$ cat src/rtl/sw_guard_pkg.sv
package sw_guard_pkg;
  localparam int unsigned ADDR_W     = 32;
  localparam int unsigned IDX_W      = 5;
  localparam int unsigned SPR_W      = 14;
  localparam int unsigned CAUSE_W    = 5;
  localparam int unsigned SP_IDX     = 1;
  localparam logic [SPR_W-1:0] LO_NUM = 14'h800;
  localparam logic [SPR_W-1:0] HI_NUM = 14'h802;
  localparam logic [CAUSE_W-1:0] CAUSE_STACK = 5'd7;
endpackage

$ cat src/rtl/sw_limit_regs.sv
module sw_limit_regs #(
  parameter int unsigned ADDR_W = 32,
  parameter int unsigned SPR_W  = 14,
  parameter logic [SPR_W-1:0] LO_NUM = '0,
  parameter logic [SPR_W-1:0] HI_NUM = '0
) (
  input  logic              clk_i,
  input  logic              rst_ni,
  input  logic              wr_i,
  input  logic [SPR_W-1:0]  waddr_i,
  input  logic [ADDR_W-1:0] wdata_i,
  input  logic [SPR_W-1:0]  raddr_i,
  output logic [ADDR_W-1:0] rdata_o,
  output logic [ADDR_W-1:0] lo_o,
  output logic [ADDR_W-1:0] hi_o
);
  localparam int unsigned N_LIM = 2;
  localparam logic [SPR_W-1:0] NUMS [N_LIM] = '{LO_NUM, HI_NUM};

  logic [ADDR_W-1:0] lim_q [N_LIM];

  for (genvar g = 0; g < N_LIM; g++) begin : g_lim
    // lower bound resets open at 0, upper bound open at all ones
    localparam logic [ADDR_W-1:0] RST_VAL = (g == 1) ? {ADDR_W{1'b1}} : {ADDR_W{1'b0}};
    always_ff @(posedge clk_i or negedge rst_ni) begin
      if (!rst_ni)                              lim_q[g] <= RST_VAL;
      else if (wr_i && (waddr_i == NUMS[g]))    lim_q[g] <= wdata_i;
    end
  end

  always_comb begin
    rdata_o = '0;
    for (int i = 0; i < N_LIM; i++)
      if (raddr_i == NUMS[i]) rdata_o = lim_q[i];
  end

  assign lo_o = lim_q[0];
  assign hi_o = lim_q[1];
endmodule

$ cat src/rtl/sw_qualify.sv
module sw_qualify #(
  parameter int unsigned IDX_W  = 5,
  parameter int unsigned SP_IDX = 1
) (
  input  logic             valid_i,
  input  logic             reg_reg_i,
  input  logic [IDX_W-1:0] ra_i,
  input  logic [IDX_W-1:0] rb_i,
  output logic             check_o
);
  localparam logic [IDX_W-1:0] SP = IDX_W'(SP_IDX);

  logic ra_sp, rb_sp;
  assign ra_sp = (ra_i == SP);
  // index register only counts in register+register form
  assign rb_sp = reg_reg_i && (rb_i == SP);
  assign check_o = valid_i && (ra_sp || rb_sp);
endmodule

$ cat src/rtl/sw_compare.sv
module sw_compare #(
  parameter int unsigned ADDR_W = 32
) (
  input  logic              en_i,
  input  logic [ADDR_W-1:0] addr_i,
  input  logic [ADDR_W-1:0] lo_i,
  input  logic [ADDR_W-1:0] hi_i,
  output logic              viol_o
);
  logic below, above;
  assign below  = addr_i < lo_i;
  assign above  = addr_i > hi_i;
  assign viol_o = en_i && (below || above);
endmodule

$ cat src/rtl/sw_syndrome.sv
module sw_syndrome #(
  parameter int unsigned ADDR_W  = 32,
  parameter int unsigned CAUSE_W = 5,
  parameter logic [CAUSE_W-1:0] CAUSE = '0
) (
  input  logic               clk_i,
  input  logic               rst_ni,
  input  logic               fault_i,
  input  logic [ADDR_W-1:0]  addr_i,
  output logic [ADDR_W-1:0]  ear_o,
  output logic [CAUSE_W-1:0] cause_o
);
  always_ff @(posedge clk_i or negedge rst_ni) begin
    if (!rst_ni) begin
      ear_o   <= '0;
      cause_o <= '0;
    end else if (fault_i) begin
      ear_o   <= addr_i;
      cause_o <= CAUSE;
    end
  end
endmodule

$ cat src/rtl/stack_window_guard.sv
module stack_window_guard
  import sw_guard_pkg::*;
#(
  parameter int unsigned AW  = ADDR_W,
  parameter int unsigned IW  = IDX_W,
  parameter int unsigned SW  = SPR_W,
  parameter int unsigned CW  = CAUSE_W,
  parameter int unsigned SPI = SP_IDX,
  parameter logic [SW-1:0] LO_SPR = LO_NUM,
  parameter logic [SW-1:0] HI_SPR = HI_NUM,
  parameter logic [CW-1:0] CAUSE_CODE = CAUSE_STACK
) (
  input  logic          clk_i,
  input  logic          rst_ni,
  input  logic          spr_wr_i,
  input  logic [SW-1:0] spr_waddr_i,
  input  logic [AW-1:0] spr_wdata_i,
  input  logic [SW-1:0] spr_raddr_i,
  output logic [AW-1:0] spr_rdata_o,
  input  logic          ls_valid_i,
  input  logic          ls_reg_reg_i,
  input  logic [IW-1:0] ls_ra_i,
  input  logic [IW-1:0] ls_rb_i,
  input  logic [AW-1:0] ls_addr_i,
  output logic          fault_o,
  output logic [AW-1:0] ear_o,
  output logic [CW-1:0] cause_o
);
  logic [AW-1:0] lim_lo, lim_hi;
  logic          do_check;

  sw_limit_regs #(.ADDR_W(AW), .SPR_W(SW), .LO_NUM(LO_SPR), .HI_NUM(HI_SPR)) u_regs (
    .clk_i   (clk_i),
    .rst_ni  (rst_ni),
    .wr_i    (spr_wr_i),
    .waddr_i (spr_waddr_i),
    .wdata_i (spr_wdata_i),
    .raddr_i (spr_raddr_i),
    .rdata_o (spr_rdata_o),
    .lo_o    (lim_lo),
    .hi_o    (lim_hi)
  );

  sw_qualify #(.IDX_W(IW), .SP_IDX(SPI)) u_qual (
    .valid_i   (ls_valid_i),
    .reg_reg_i (ls_reg_reg_i),
    .ra_i      (ls_ra_i),
    .rb_i      (ls_rb_i),
    .check_o   (do_check)
  );

  // compares against registered bounds, so a same-cycle write is not yet seen
  sw_compare #(.ADDR_W(AW)) u_cmp (
    .en_i   (do_check),
    .addr_i (ls_addr_i),
    .lo_i   (lim_lo),
    .hi_i   (lim_hi),
    .viol_o (fault_o)
  );

  sw_syndrome #(.ADDR_W(AW), .CAUSE_W(CW), .CAUSE(CAUSE_CODE)) u_syn (
    .clk_i   (clk_i),
    .rst_ni  (rst_ni),
    .fault_i (fault_o),
    .addr_i  (ls_addr_i),
    .ear_o   (ear_o),
    .cause_o (cause_o)
  );
endmodule

$ cat config.mk
export PLATFORM = sky130hd
export DESIGN_NAME = stack_window_guard
export DESIGN_NICKNAME = d
export VERILOG_FILES = /design/src/rtl/sw_guard_pkg.sv /design/src/rtl/sw_limit_regs.sv /design/src/rtl/sw_qualify.sv /design/src/rtl/sw_compare.sv /design/src/rtl/sw_syndrome.sv /design/src/rtl/stack_window_guard.sv
export SDC_FILE = /design/constraint.sdc
export NUM_CORES = 1
export LEC_CHECK = 0
export BUFFER_PORTS_ARGS = -buffer_cell sky130_fd_sc_hd__buf_4
export CAP_MARGIN = 5
export CORE_MARGIN = 2
export CORE_UTILIZATION = 52
export DETAILED_ROUTE_END_ITERATION = 8
export PLACE_DENSITY = 0.8
export SYNTH_ARGS = -nofsm -noshare
export SYNTH_HDL_FRONTEND = slang
export SYNTH_SLANG_ARGS = --single-unit
$ cat constraint.sdc
create_clock -name clk_i -period 4.15 [get_ports clk_i]
set_input_delay 1.0375 -clock clk_i [delete_from_list [all_inputs] [get_ports clk_i]]
set_output_delay 1.0375 -clock clk_i [all_outputs]
set_load 0.02 [all_outputs]
=== After elaboration in Yosys (flattened, before gate mapping) ===
Index checks and enable logic that the tools add are counted.
Widths: inputs -> output; s select.

* Memory bits (read-only): 0
* RAM bits: 0
* Output and inout port bits: 70
* Register bits after elaboration: 97
* Memories kept: 0
* Bits in latches: 0

* Bitwise logic cells: 0
* Reductions and logical operators: 7
* $mul: 0
* Magnitude comparators: 2
* Multiplexer cells: 2
* Add/sub/neg operators: 0
* Divide/modulo/power cells: 0
* Shift-type cells: 0
* Eq/ne operators: 6

{| class="wikitable"
|+ Operators by type and width
! cell !! number
|-
| $mux 32 || 2
|-
| $eq 14x12->1 const B || 4
|-
| $gt 32x32->1 || 1
|-
| $lt 32x32->1 || 1
|-
| $eq 5x1->1 const B || 2
|-
| $logic_and 1x1->1 || 5
|-
| $logic_or 1x1->1 || 2
|}

=== Longest topological paths before layout ===
* Depth in word-level cells: 5
* Depth in mapped cells: 10
* Depth with buffers taken out: 9

=== By module ===
A second synthesis with hierarchy kept.

* Cell total of the unflattened synthesis: 523
* Area total of the unflattened synthesis: 6309.8 um^2

{| class="wikitable"
|+ Modules (own cells, without submodules)
! module !! sequential area each (um^2) !! cells each !! times used !! area an instance (um^2)
|-
| sw_limit_regs || 1641.6 || 217 || 1 || 3244.4
|-
| sw_compare || 0.0 || 226 || 1 || 1614.0
|-
| sw_syndrome || 825.8 || 75 || 1 || 1406.3
|-
| sw_qualify || 0.0 || 5 || 1 || 45.0
|}

=== Least setup slack after synthesis ===
OpenSTA, ideal clock, no wires.

* Kind: input to output
* Start point: input ls_addr_i[1]
* End point: output fault_o
* Stages: 8
* Setup slack: 145 ps
* Arrival: 2967 ps
* Buffers on the path: 1
* Required time: 3113 ps
* Path through: ha_1 nor2b_1 o211ai_1 a2111oi_2 nor3_1 or4b_4 a31oi_4 buf_12

* Word-level cells in the longest chain between the ends: 3
* Elaborated cells between the ends (all ways): 4
* Those cells by class: order compare: 2; reduce/logical: 2

{| class="wikitable"
|+ Ends and longest elaborated chain
! what !! RTL line !! text
|-
| start: declaration || stack_window_guard.sv:24 || <nowiki>input logic [AW-1:0] ls_addr_i,</nowiki>
|-
| $lt 32x32->1 or $gt 32x32->1 (tied branches) || sw_compare.sv:11, sw_compare.sv:12 ||
|-
| $logic_or 1x1->1 * || sw_compare.sv:13 || <nowiki>assign viol_o = en_i && (below || above);</nowiki>
|-
| $logic_and 1x1->1 * || sw_compare.sv:13 ||
|-
| end: declaration || stack_window_guard.sv:25 || <nowiki>output logic fault_o,</nowiki>
|}

Every way passes the cells marked *; elsewhere a longest branch is shown, timed or not.

=== Final worst setup path ===
* Start point: input ls_addr_i[11]
* End point: output fault_o

Same word-level chain as after synthesis.

==> results_dict.tcl <==
set metrics [dict create \
    dp.cells 852 \
    die_width_um 111 \
    cap_viol_max_count 0 \
    routed_wl_um 15100 \
    cp-start-kind "input port" \
    io-pin-count 177 \
    post-route-period-util_pct 98.3 \
    most-common-layout-cells "buf_4, inv_1, dfrtp_1" \
    finalSetupViolations 0 \
    avgSynthCellArea_um2 10.7 \
    final-hold-violation-count 0 \
    whs_ns 0.512 \
    worstPathArrival_ns 3.04 \
    grt_first_pass_wirelength_um 24500 \
    cts_inserted_buffers 9 \
    detail-route-antenna-nets 0 \
    drc_errors 0 \
    grt_usage_pct 24.7 \
    switching_power_mw 0.689 \
    slew_viol_final 0 \
    fmax_mhz 245 \
    critical_path_class "input port to output port" \
    cp_top_family "simple AND/OR/NAND/NOR gates" \
    netlist_area_um2 5900 \
    viasPerCell 5.48 \
    cp_cell_sequence "buf_4 > ha_1 > nand4_1 > or4_1 > nor4_2 > o22a_1 > a31oi_4 > buf_6" \
    switching_share_pct 27.4 \
    clock_skew_ns 0.00939 \
    wl_met2_um 7760 \
    ir_worst_vdd_mv 0.231 \
    design_area_um2 7640 \
    grt_remaining_overflow 0 \
    relSlewSlack_pct 54.3 \
    grt_pass1_vias 4962 \
    final_cells 868 \
    cts_hold_buffers 0 \
    mostFrequentLayoutCell "buf_4" \
    pwr_density_cell_nw_per_um2 329 \
    fin_ws_ns 0.0693 \
    hp-class "flop to flop" \
    synth_edf_count 0 \
    dp_hpwl_um 11100 \
    postCtsSetupBuffers 0 \
    start_util_pct 53.8 \
    critPathCaptureType "output port" \
    cts_num_sinks 97 \
    pwr-share-seq_pct 42.9 \
    cts_buffer_depth 2 \
    post-route-min-period_ns 4.08 \
    finalWeightedCongestion 0.900 \
    fp.dieArea_um2 12200 \
    syn_to_final_growth_pct 29.5 \
    clk_pin_slew_ns 0.06 \
    grt_max_degree 55 \
    nets 893 \
    synth.distinct_cells 42 \
    outcome "completed" \
    p_leak_nw 3.79 \
    wl_met3_um 614 \
    dr.first_iter.drc_count 122 \
    ys.warnings.count 0 \
    yosys.area.top_type "dfrtp_1" \
    io_buffers 174 \
    required_ns 3.11 \
    topRoutingLayerUsed "met4" \
    clkPwrFrac_pct 33.8 \
    placed_area_um2 7300 \
    clock_latency_ns 0.35 \
    die_h_um 111 \
    pre_cts_slack_ns 0.0597 \
    synth_ff_type "dfrtp_1" \
    rows 38 \
    drt-met1-wl_um 6390 \
    synth-seq-area-share_pct 41.8 \
    synth-async-reset-ratio_pct 100 \
    core_um2 11000 \
    ctsRootBufferMaster "clkbuf_16" \
    wl_per_cell_um 17.4 \
    crit_fanout 3 \
    critical-path-slowest-cell "or4_1" \
    diodes 0 \
    synthTopCellsByArea "dfrtp_1, dfstp_2, ha_1, mux2_4, mux2_2" \
    combPwrFrac_pct 23.3 \
    cts_tree "yes" \
    finalSetupTns_ns 0 \
    syn_inst 554 \
    antenna_found_initial 0 \
    num_vias 4759 \
    drive_gt1_share_pct 41.8 \
    synth-seq-cells 97 \
    slowest_delay_ns 0.63 \
    path_buf_inv 2 \
    power.internal_mw 1.83 \
    first_pass_iters 4 \
    worst_slew_pin_slew_ns 0.686 \
    synth_top_area_share_pct 27.5 \
    htreeDepth 3 \
]
==> cell usage after synthesis (10+ instances only) <==
cell      instances
clkbuf_1         14
a21oi_1          25
nor2_1           36
mux2_2           37
dfrtp_1          65
mux2i_1          32
o21ai_0          39
ha_1             63
nand2_1          44
nand3_1          10
dfstp_2          32
inv_1            65
mux2_4           28
nand4_1          14
==> per-stage QoR <==
stage               total power [mW]  util (%)
finish                          2.52      69.6
global placement                1.66      66.5
CTS                             2.53      69.3
detailed placement              1.68      66.5
floorplan                       1.39         -
global route                    2.62      69.6
==> layout make-up <==
| class | instances | area (um^2) |
|---|---|---|
| clock buffer | 10 | 239 |
| multi-input combinational | 369 | 3080 |
| fill | 808 | 3340 |
| sequential | 97 | 2470 |
| tap | 140 | 175 |
| inverter | 65 | 244 |
| timing repair buffer | 181 | 1380 |
| clock inverter | 6 | 67.6 |
==> kinds of logic (layout without fill, tap and decap cells) <==
family	Yosys count	after routing	synth area share [%]
other cells	1	2	0.0635
flops	97	97	41.8
mux	97	97	19.6
buf+inv	89	262	6.74
simple gates	127	127	10.4
compound gates	80	80	8.01
fa+ha+maj	63	63	13.4
==> power groups by stage <==
stage / registers [mW] / clock network, mW / logic [mW]
after floorplan: 1.19 / 0 / 0.200
after global placement: 1.09 / 0 / 0.573
after detailed placement: 1.10 / 0 / 0.585
after CTS: 1.08 / 0.858 / 0.589
after global routing: 1.09 / 0.902 / 0.624
final: 1.08 / 0.852 / 0.586
==> final timing paths <==
path                                 startpoint              end  slack (ns)  depth (start not counted)
worst max-delay path              ls_addr_i[11]          fault_o        0.07                          8
worst min-delay path            u_syn.ear_o[23]  u_syn.ear_o[23]        0.51                          1
worst max register to register   u_regs.hi_o[1]  u_syn.ear_o[29]        0.72                         10
worst min register to register  u_syn.ear_o[23]  u_syn.ear_o[23]        0.51                          1
max in group asynchronous                rst_ni   u_regs.hi_o[2]        2.59                          2
min in group asynchronous                rst_ni  u_syn.ear_o[19]        0.72                          1
==> what timing repair did <==
action,in CTS,in global routing
hold endpoints to repair,0,0
gates resized for setup,0,5
endpoints found under the setup margin,0,1
==> worst reg2reg max path, cell delays in order (launching register included) <==
cell and delay (ns):
dfstp_2 0.54, inv_1 0.06, ha_4 0.27, nor2b_2 0.12, o211ai_1 0.12, a2111oi_4 0.37
nor3_2 0.09, or4b_4 0.53, a31oi_4 0.22, buf_4 0.58, mux2_2 0.43
==> per-layer routing <==
layer | vias up | GRT usage [%]
met2 | 143 | 43.1
met1 | 2329 | 30.3
met3 | 23 | 4.56
li1 | 2264 | -
met4 | 0 | 9.42
met5 | - | 0
==> sequential cells by signal (all words and copies together), names as in the netlist <==
name           flops
u_regs.lo_o       32
u_regs.hi_o       32
u_syn.ear_o       32
u_syn.cause_o      1
Note: power is estimated with default switching activity, not from simulation.
